[src/rtl/operand_bypass_unit.sv]
module operand_bypass_unit #(
  parameter int NREG     = 32,
  parameter int XLEN     = 32,
  parameter int ZERO_REG = 1
) (
  input  logic                    clk,
  input  logic                    rst_n,
  input  logic                    fwd_en,
  input  logic                    id_valid,
  input  logic [$clog2(NREG)-1:0] id_rs1,
  input  logic [$clog2(NREG)-1:0] id_rs2,
  input  logic [XLEN-1:0]         rf_rd1,
  input  logic [XLEN-1:0]         rf_rd2,
  input  logic                    ie_valid,
  input  logic                    ie_we,
  input  logic [$clog2(NREG)-1:0] ie_rd,
  input  logic [XLEN-1:0]         ie_result,
  input  logic                    rw_valid,
  input  logic                    rw_we,
  input  logic [$clog2(NREG)-1:0] rw_rd,
  input  logic [XLEN-1:0]         rw_result,
  output logic                    stall,
  output logic [1:0]              sel1,
  output logic [1:0]              sel2,
  output logic [XLEN-1:0]         opnd1,
  output logic [XLEN-1:0]         opnd2
);
  localparam int RB = $clog2(NREG);
  localparam logic [1:0] SEL_RF = 2'b00, SEL_IE = 2'b01, SEL_RW = 2'b10;

  logic          ie_live, rw_live;
  logic          ret_live_q;
  logic [RB-1:0] ret_rd_q;

  assign ie_live = ie_valid & ie_we;
  assign rw_live = rw_valid & rw_we;

  always_ff @(posedge clk or negedge rst_n)
    if (!rst_n) begin
      ret_live_q <= 1'b0;
      ret_rd_q   <= '0;
    end else begin
      ret_live_q <= rw_live;
      ret_rd_q   <= rw_rd;
    end

  logic [RB-1:0]   src  [2];
  logic [XLEN-1:0] rf   [2];
  logic [1:0]      sel  [2];
  logic [XLEN-1:0] opnd [2];
  logic [1:0]      need;

  assign src[0] = id_rs1;
  assign src[1] = id_rs2;
  assign rf[0]  = rf_rd1;
  assign rf[1]  = rf_rd2;

  for (genvar i = 0; i < 2; i++) begin : g_op
    logic nz, hit_ie, hit_rw, hit_ret;
    assign nz      = (ZERO_REG == 0) || (src[i] != '0);
    assign hit_ie  = id_valid && nz && ie_live    && (ie_rd    == src[i]);
    assign hit_rw  = id_valid && nz && rw_live    && (rw_rd    == src[i]);
    assign hit_ret = id_valid && nz && ret_live_q && (ret_rd_q == src[i]);
    assign need[i] = hit_ie | hit_rw | hit_ret;
    assign sel[i]  = !fwd_en ? SEL_RF :
                     hit_ie  ? SEL_IE :
                     hit_rw  ? SEL_RW : SEL_RF;
    always_comb
      case (sel[i])
        SEL_IE:  opnd[i] = ie_result;
        SEL_RW:  opnd[i] = rw_result;
        default: opnd[i] = rf[i];
      endcase
  end

  assign stall = !fwd_en && (|need);
  assign sel1  = sel[0];
  assign sel2  = sel[1];
  assign opnd1 = opnd[0];
  assign opnd2 = opnd[1];
endmodule


[config.mk]
export PLATFORM = sky130hd
export DESIGN_NAME = operand_bypass_unit
export DESIGN_NICKNAME = d
export VERILOG_FILES = /design/src/rtl/operand_bypass_unit.sv
export SDC_FILE = /design/constraint.sdc
export NUM_CORES = 1
export LEC_CHECK = 0
export BUFFER_PORTS_ARGS = -buffer_cell sky130_fd_sc_hd__buf_2
export CELL_PAD_IN_SITES_DETAIL_PLACEMENT = 0
export CELL_PAD_IN_SITES_GLOBAL_PLACEMENT = 1
export CORE_ASPECT_RATIO = 0.75
export CORE_MARGIN = 5
export CORE_UTILIZATION = 21
export CTS_BUF_LIST = sky130_fd_sc_hd__clkbuf_4 sky130_fd_sc_hd__clkbuf_8 sky130_fd_sc_hd__clkbuf_16
export DETAILED_ROUTE_END_ITERATION = 7
export MAX_ROUTING_LAYER = met4
export PLACE_DENSITY_LB_ADDON = 0.15
export SLEW_MARGIN = 20
export SYNTH_ARGS = -nofsm -noshare
export SYNTH_HDL_FRONTEND = slang
export SYNTH_SLANG_ARGS = --single-unit
[constraint.sdc]
create_clock -name clk -period 3.1 [get_ports clk]
set_input_delay 0.465 -clock clk [delete_from_list [all_inputs] [get_ports clk]]
set_output_delay 0.465 -clock clk [all_outputs]
set_load 0.02 [all_outputs]
==> results of run 1 <==
## cells in the mapped netlist (2+ instances only)
library cell / count / area [um^2]
xnor2_1: 18 / 157.7
inv_1: 33 / 123.9
nor2_1: 34 / 127.6
a211oi_1: 2 / 15.01
and3_1: 34 / 212.7
nand4_1: 4 / 25.02
nand3_1: 3 / 15.01
buf_1: 2 / 7.510
and2_1: 4 / 25.02
o21ai_2: 2 / 17.52
clkbuf_1: 10 / 37.54
buf_2: 5 / 25.02
xor2_1: 12 / 105.1
a221o_1: 64 / 640.6
nand2_1: 2 / 7.510
buf_6: 7 / 78.83
nor4_1: 3 / 18.77
dfrtp_1: 6 / 150.1
## registers in the layout (all words and copies together) (netlist names)
| register | flops |
|---|---|
| ret_live_q | 1 |
| ret_rd_q | 5 |
## power by group
group,total [mW],leakage (nW),internal (mW),switching (mW)
Sequential,0.0861,0.0711,0.0829,0.00326
Clock,0.204,0.0370,0.165,0.0393
Combinational,0.376,1.75,0.175,0.201
Total,0.666,1.86,0.423,0.243
## through the flow
stage / std cells / power [mW] / hold slack, ps / setup slack, ps / instance area [um^2]
after CTS: 582 / 0.6684 / 57.52 / 97.72 / 3232
after floorplan: 257 / 0.2678 / 169.4 / 500.4 / 1894
after detailed placement: 579 / 0.4593 / 295.0 / 104.4 / 3157
final: 584 / 0.6664 / 56.41 / 132.3 / 3256
after global routing: 584 / 0.7101 / 67.68 / 51.48 / 3256
after global placement: 579 / 0.4591 / 296.7 / 139.2 / 3157
## logic make-up after synthesis
| kind of cell | Yosys count | share of synthesized area |
|---|---|---|
| AND/OR/NAND/NOR | 91 | 0.2602 |
| AO/OA/AOI/OAI | 73 | 0.3778 |
| buffers and inverters | 57 | 0.1440 |
| XOR/XNOR | 30 | 0.1387 |
| flip-flops | 6 | 0.07926 |
## cell usage in the layout, fill, tap and decap left out, drive strengths merged
cell type,synthesis,final
o21ai,2,2
diode,0,1
buf,14,234
o32ai,1,1
nor2,35,35
or2,1,1
nand2,2,2
or4,2,2
xor2,12,12
xnor2,18,18
a221o,64,64
o2111ai,1,1
inv,33,33
a211oi,2,3
nand3,3,3
o2bb2a,1,1
and2,4,4
and3,34,34
clkbuf,10,3
dfrtp,6,6
o211ai,1,1
or2b,1,1
a21o,1,1
nor3,1,1
nand4,4,4
nor4,4,4
## worst max path at each step
stage,endpoint,slack [ps],cells after the start
floorplan,opnd2[11],500,7
global route,opnd1[22],50,8
detailed placement,opnd1[10],100,8
CTS,opnd1[10],100,8
global placement,opnd1[22],140,8
finish,opnd1[22],130,8
## cell type report
cell class                      count  area [um^2]  area share
Tap cell                          112        140.1     0.04304
Inverter                           33        123.9     0.03805
Clock buffer                        3        75.07     0.02306
Sequential cell                     6        150.1     0.04612
Timing Repair Buffer              234         1234      0.3789
Multi-Input combinational cell    195         1530      0.4700
Antenna cell                        1        2.502   0.0007686
## repair_timing
item	in CTS	in global routing
resized for setup	0	1
hold buffers	0	0
setup endpoints to repair	0	11
endpoints found under the hold margin	0	0
## routing by layer
layer | vias up | GRT usage
met2 | 117 | 0.3200
met1 | 1359 | 0.2182
met3 | 8 | 0.02774
li1 | 1424 | -
met5 | - | -
met4 | 0 | 0.02288
==> flow_summary.toml, run 1 <==
[floorplan]
rows = 30
initial_core_util = 0.2120
pin_count = 225
fp.dieH_um = 92.25
die-area_um2 = 11040
die_w_um = 119.7
coreArea_um2 = 8934

[yosys]
synth_cells = 257
synth_fp_nets = 413
ys_types = 30
synthesis.area_um2 = 1894
synth_ff_type = "dfrtp_1"
yosysSeqAreaShare = 0.07926
yosysWarningCount = 0
syn_avg_cell_area_um2 = 7.371
ys_ff_latch = 6
synth-edff-count = 0
synth-async-reset-ratio = 1.000

[grt]
grt_pass1_vias = 3053
antenna_found_initial = 1
grt_max_degree = 34
grt_pass1_wl_um = 15900
grt_overflow = 0
grt_use_total = 0.1787

[setup_path]
cp_max_fo = 32
slowest_delay_ps = 460
worstSetupStartpointType = "primary input"
setup.worst_path.start = "id_rs1[1]"
worst_setup_path_end_kind = "output pin"
slowest_stage = "nor4_4"
cpMostUsedCell = "buf_2"
crit_family = "simple AND/OR/NAND/NOR gates"
path_class = "in2out"
cp.arrival_ps = 2500
cp_num_buf_inv = 3
cp.required_ps = 2630
path_cells = "buf_2 -> xor2_1 -> nor4_4 -> o2bb2a_1 -> or2b_1 -> buf_12 -> a221o_1 -> buf_2"

[timing]
tightestPinTransition_ps = 988.0
fmax_ghz = 0.3370
rsz0062_at_grt = "no"
hold_viol = 0
fin_tns_setup_ps = 0
maxSlewHeadroom = 0.3401
maxSlewViolCount = 0
setup_viol = 0
period_minus_slack_ps = 2968
post-route-period-util = 0.9573

[routing]
wl_um = 10500
first_pass_iters = 4
wl_met3_um = 695
wl_met1_um = 4600
vias = 2908
via_per_inst = 4.979
top_layer = "met4"
drtIter0Drc = 128
wl_per_cell_um = 17.97
ant_nets = 0
wl_met2_um = 5089
drc_errors = 0

[cells_and_area]
final_util = 0.3644
nNetsFinal = 629
layout-drive-gt1-share = 0.5244
fillers = 1008
syn_to_final_growth_pct = 71.86

[clock_network]
cts.sinks = 6
cts_buffer_depth = 2
cts.clk_slew.worst_paths_ps = 30
htreeDepth = 1
numCtsBuffers = 3
cts_tree = "done"
cts-root-buf = "clkbuf_16"
cts_setup_buffers = 0

[placement]
place_congestion = 0.8210
portBuffers = 224
dpl.hpwl_um = 8245

[power_and_ir_drop]
ir_drop_mv = 0.2713
powerDensity_nw_per_um2 = 204.7
p_leak_nw = 1.862

[job]
cap_violations = 0

[min_path]
hold_path_class = "in2async"

[outcome]
outcome = "complete, no violations"
(Power assumes the default switching activity.)
==> run 2: changes to the inputs <==
--- a/config.mk
+++ b/config.mk
@@ -6,10 +6,10 @@
 export NUM_CORES = 1
 export LEC_CHECK = 0
 export BUFFER_PORTS_ARGS = -buffer_cell sky130_fd_sc_hd__buf_2
+export CAP_MARGIN = 5
 export CELL_PAD_IN_SITES_DETAIL_PLACEMENT = 0
 export CELL_PAD_IN_SITES_GLOBAL_PLACEMENT = 1
 export CORE_ASPECT_RATIO = 0.75
-export CORE_MARGIN = 5
 export CORE_UTILIZATION = 21
 export CTS_BUF_LIST = sky130_fd_sc_hd__clkbuf_4 sky130_fd_sc_hd__clkbuf_8 sky130_fd_sc_hd__clkbuf_16
 export DETAILED_ROUTE_END_ITERATION = 7
==> flow_summary.toml, run 2 (synthesis results as in run 1) <==
[cells_and_area]
final_cell_mix = "buf_2, a221o_1, and3_1, nor2_1, inv_1"
mostFrequentLayoutCell = "buf_2"
nNetsFinal = 632
largest_register_ffs = 5
regMostFlops = "ret_rd_q"
multi_input_area_um2 = 1530
syn_to_final_growth_pct = 71.47
seqCellArea_um2 = 150.1
fillers = 958
reg_top3 = "ret_rd_q (5), ret_live_q (1)"
layout-drive-gt1-share = 0.5274

[timing]
post-route-period-util = 0.9757
maxSlewHeadroom = 0.4095
tightestPinTransition_ps = 884.1
setup_slack_ps = 75.48
hold_viol = 0
setup_viol = 0
fin_tns_setup_ps = 0
fmax_ghz = 0.3306
maxSlewViolCount = 0
period_minus_slack_ps = 3025

[grt]
grt_pass1_vias = 2907
grtUsageMet3 = 0.01661
antenna_found_initial = 0
grt_pass1_wl_um = 14640
grt_use_met2 = 0.3580
grt_use_total = 0.1966
grt_max_degree = 34
use_met1 = 0.2357
busiest_layer = "met2"
grt_overflow = 0

[routing]
drc_errors = 30
via_per_inst = 5.022
wl_um = 9833
vias = 2928
wl_per_cell_um = 16.87
drtIter0Drc = 166
first_pass_iters = 7
ant_nets = 0

[power_and_ir_drop]
ir_drop_mv = 0.2184
powerDensity_nw_per_um2 = 205.0
pwr-share-seq = 0.130
p_leak_nw = 1.867
switching_share = 0.3628
switching_power_mw = 0.2416
p_int_mw = 0.4243
clockPowerShare = 0.302
pwr-share-comb = 0.568

[setup_path]
cp.required_ps = 2630
cp.arrival_ps = 2560
cp_max_fo = 21
worst_setup_path_end_kind = "output pin"
path_class = "in2out"
worstSetupStartpointType = "primary input"

[min_path]
hold_path_class = "in2async"

[placement]
dpl.hpwl_um = 7741
place_congestion = 0.8034
pre_cts_ws_ps = 100.1
portBuffers = 224

[floorplan]
initial_core_util = 0.2203
coreArea_um2 = 8600
rows = 29
pin_count = 225
die-area_um2 = 9408
die_w_um = 111.7
fp.dieH_um = 84.25

[job]
cap_violations = 0

[clock_network]
cts.clk_slew.worst_paths_ps = 30
cts_tree = "done"
cts.sinks = 6
numCtsBuffers = 3
cts_buffer_depth = 2
htreeDepth = 1
cts_setup_buffers = 0
cts-root-buf = "clkbuf_16"
holdBufCountCts = 0
postCtsResizedCells = 0

[outcome]
outcome = "finished with violations"
violations = "design-rule violations"
==> run 2: cell types whose count changed in the layout (fill, tap and decap cells not counted), sizes merged <==
cell / before / now
buf: 234 / 237
==> run 2: final timing paths <==
check | slack (ps) | endpoint | cells past startpoint | start
max in group asynchronous | 2910 | ret_live_q | 1 | rst_n
min in group clk | 410 | ret_rd_q[1] | 1 | rw_rd[1]
setup / recovery | 80 | opnd1[4] | 8 | id_rs1[4]
hold / removal | 50 | ret_rd_q[3] | 1 | rst_n
==> run 2: metal layers <==
layer | vias up | wire, um
li1 | 1425 | -
met1 | 1361 | 4214
met2 | 132 | 4906
met3 | 10 | 604
met4 | 0 | 108
met5 | - | 0
==> run 2: critical path: stages <==
cell and delay (ps):
buf_2 140, xor2_1 200, nor4_4 480, o2bb2a_1 310
or2b_1 240, buf_4 220, a221o_1 330, buf_2 160
==> run 2: stage by stage <==
stage          power [mW]  utilization  hold slack [ps]  std cells  cell area [um^2]
3_5_place_dp       0.4595       0.3662            286.9        578              3149
4_1_cts            0.6640       0.3749            53.92        581              3224
2_1_floorplan      0.2678            -            169.4        257              1894
6_report           0.6659       0.3777            52.80        583              3248
5_1_grt            0.7104       0.3774            57.64        582              3246
3_3_place_gp       0.4587       0.3662            289.3        578              3149
==> run 2: power by group through the flow <==
stage	sequential, mW	clock [mW]	combinational (mW)
detailed placement	0.0874	0	0.372
CTS	0.0865	0.204	0.374
global route	0.0869	0.213	0.410
finish	0.0865	0.201	0.378
global placement	0.0874	0	0.371
floorplan	0.0865	0	0.181
==> run 2: final cells by class <==
class	count	area share
clock buffer	3	0.02311
antenna	1	0.0007704
tap	108	0.04160
sequential	6	0.04622
multi-input combinational	195	0.4711
inverter	33	0.03814
timing repair buffer	237	0.3790
==> run 3: changes to the inputs <==
--- a/config.mk
+++ b/config.mk
@@ -13,8 +13,8 @@
 export CORE_UTILIZATION = 21
 export CTS_BUF_LIST = sky130_fd_sc_hd__clkbuf_4 sky130_fd_sc_hd__clkbuf_8 sky130_fd_sc_hd__clkbuf_16
 export DETAILED_ROUTE_END_ITERATION = 7
-export MAX_ROUTING_LAYER = met4
 export PLACE_DENSITY_LB_ADDON = 0.15
+export REMOVE_ABC_BUFFERS = 1
 export SLEW_MARGIN = 20
 export SYNTH_ARGS = -nofsm -noshare
 export SYNTH_HDL_FRONTEND = slang
==> flow_summary.toml, run 3 (synthesis results as in run 1) <==
[floorplan]
pin_count = 225
die_w_um = 111.7
fp.dieH_um = 84.25
initial_core_util = 0.2203
coreArea_um2 = 8600
die-area_um2 = 9408
rows = 29

[clock_network]
cts_setup_buffers = 0
htreeDepth = 1
holdBufCountCts = 0
cts-root-buf = "clkbuf_16"
cts_tree = "done"
numCtsBuffers = 3
cts.clk_slew.worst_paths_ps = 30
cts_buffer_depth = 2
postCtsResizedCells = 0
cts.sinks = 6

[setup_path]
path_class = "in2out"
worstSetupStartpointType = "primary input"
worst_setup_path_end_kind = "output pin"
cp.arrival_ps = 2420
cp.required_ps = 2630
cp_max_fo = 33

[timing]
setup_viol = 0
hold_viol = 0
period_minus_slack_ps = 2888
maxSlewHeadroom = 0.5878
post-route-period-util = 0.9317
tightestPinTransition_ps = 616.2
rsz0062_at_grt = "no"
maxSlewViolCount = 0
fmax_ghz = 0.3462
setup_slack_ps = 211.8

[min_path]
hold_path_class = "in2async"

[cells_and_area]
layout-drive-gt1-share = 0.5224
mostFrequentLayoutCell = "buf_2"
syn_to_final_growth_pct = 70.61
largest_register_ffs = 5
final_util = 0.3758
final_cells = 577
nNetsFinal = 627
reg_top3 = "ret_rd_q (5), ret_live_q (1)"
fillers = 901
final_cell_mix = "buf_2, a221o_1, and3_1, nor2_1, inv_1"
regMostFlops = "ret_rd_q"
antennaDiodeCount = 0

[routing]
wl_um = 9547
first_pass_iters = 7
via_per_inst = 5.047
drc_errors = 13
ant_nets = 0
drtIter0Drc = 139
wl_per_cell_um = 16.55
vias = 2912

[outcome]
outcome = "finished with violations"
violations = "design-rule violations"

[grt]
grt_use_met2 = 0.3405
use_met1 = 0.2312
grt_max_degree = 34
grt_use_total = 0.1887
antenna_found_initial = 0
grtUsageMet3 = 0.02960
grt_overflow = 0
busiest_layer = "met2"
grt_pass1_vias = 2701
grt_pass1_wl_um = 14170

[placement]
place_congestion = 0.8332
pre_cts_ws_ps = 228.1
dpl.hpwl_um = 7353
dp.cells = 574
portBuffers = 224

[job]
cap_violations = 0

[power_and_ir_drop]
p_leak_nw = 1.857
powerDensity_nw_per_um2 = 203.5
ir_drop_mv = 0.1716
[run 3: worst max-delay path: stages]
cell and delay, ps:
buf_2 140, or4_4 560, o21ai_2 230, nor4_1 90, and2_1 160, buf_4 250
a221o_1 340, buf_2 160
[run 3: per-layer routing]
layer,part of all wire,up-vias
li1,-,1410
met1,0.43,1360
met2,0.49,130
met3,0.060,12
met4,0.014,0
met5,0,-
[run 3: worst max-delay path by stage]
stage	start	endpoint	slack, ps
after global routing	id_rs2[1]	opnd2[4]	140
after floorplan	ie_rd[0]	opnd2[0]	-450
final	id_rs2[1]	opnd2[4]	210
after global placement	id_rs2[1]	opnd2[29]	250
after detailed placement	id_rs2[1]	opnd2[4]	230
after CTS	id_rs2[1]	opnd2[4]	220
[run 3: area by class of cell]
| class | instances | area (um^2) | area share |
|---|---|---|---|
| Inverter | 33 | 123.9 | 0.03833 |
| Tap cell | 108 | 135.1 | 0.04181 |
| Sequential cell | 6 | 150.1 | 0.04646 |
| Timing Repair Buffer | 233 | 1239 | 0.3833 |
| Clock buffer | 3 | 75.07 | 0.02323 |
| Multi-Input combinational cell | 194 | 1509 | 0.4669 |
[run 3: where the power goes]
group	leakage (nW)	internal (mW)	switching (mW)
sequential	0.0711	0.0829	0.00344
combinational	1.75	0.174	0.195
clock	0.0370	0.165	0.0372
total	1.86	0.422	0.236
[run 3: stage by stage]
step / hold slack [ps] / setup TNS [ps] / instance area, um^2 / power, mW
finish: 52.47 / 0 / 3232 / 0.6577
global route: 57.79 / 0 / 3232 / 0.7018
CTS: 52.80 / 0 / 3232 / 0.6638
detailed placement: 290.2 / 0 / 3157 / 0.4561
global placement: 287.0 / 0 / 3157 / 0.4582
floorplan: 169.4 / -14400 / 1745 / 0.2640
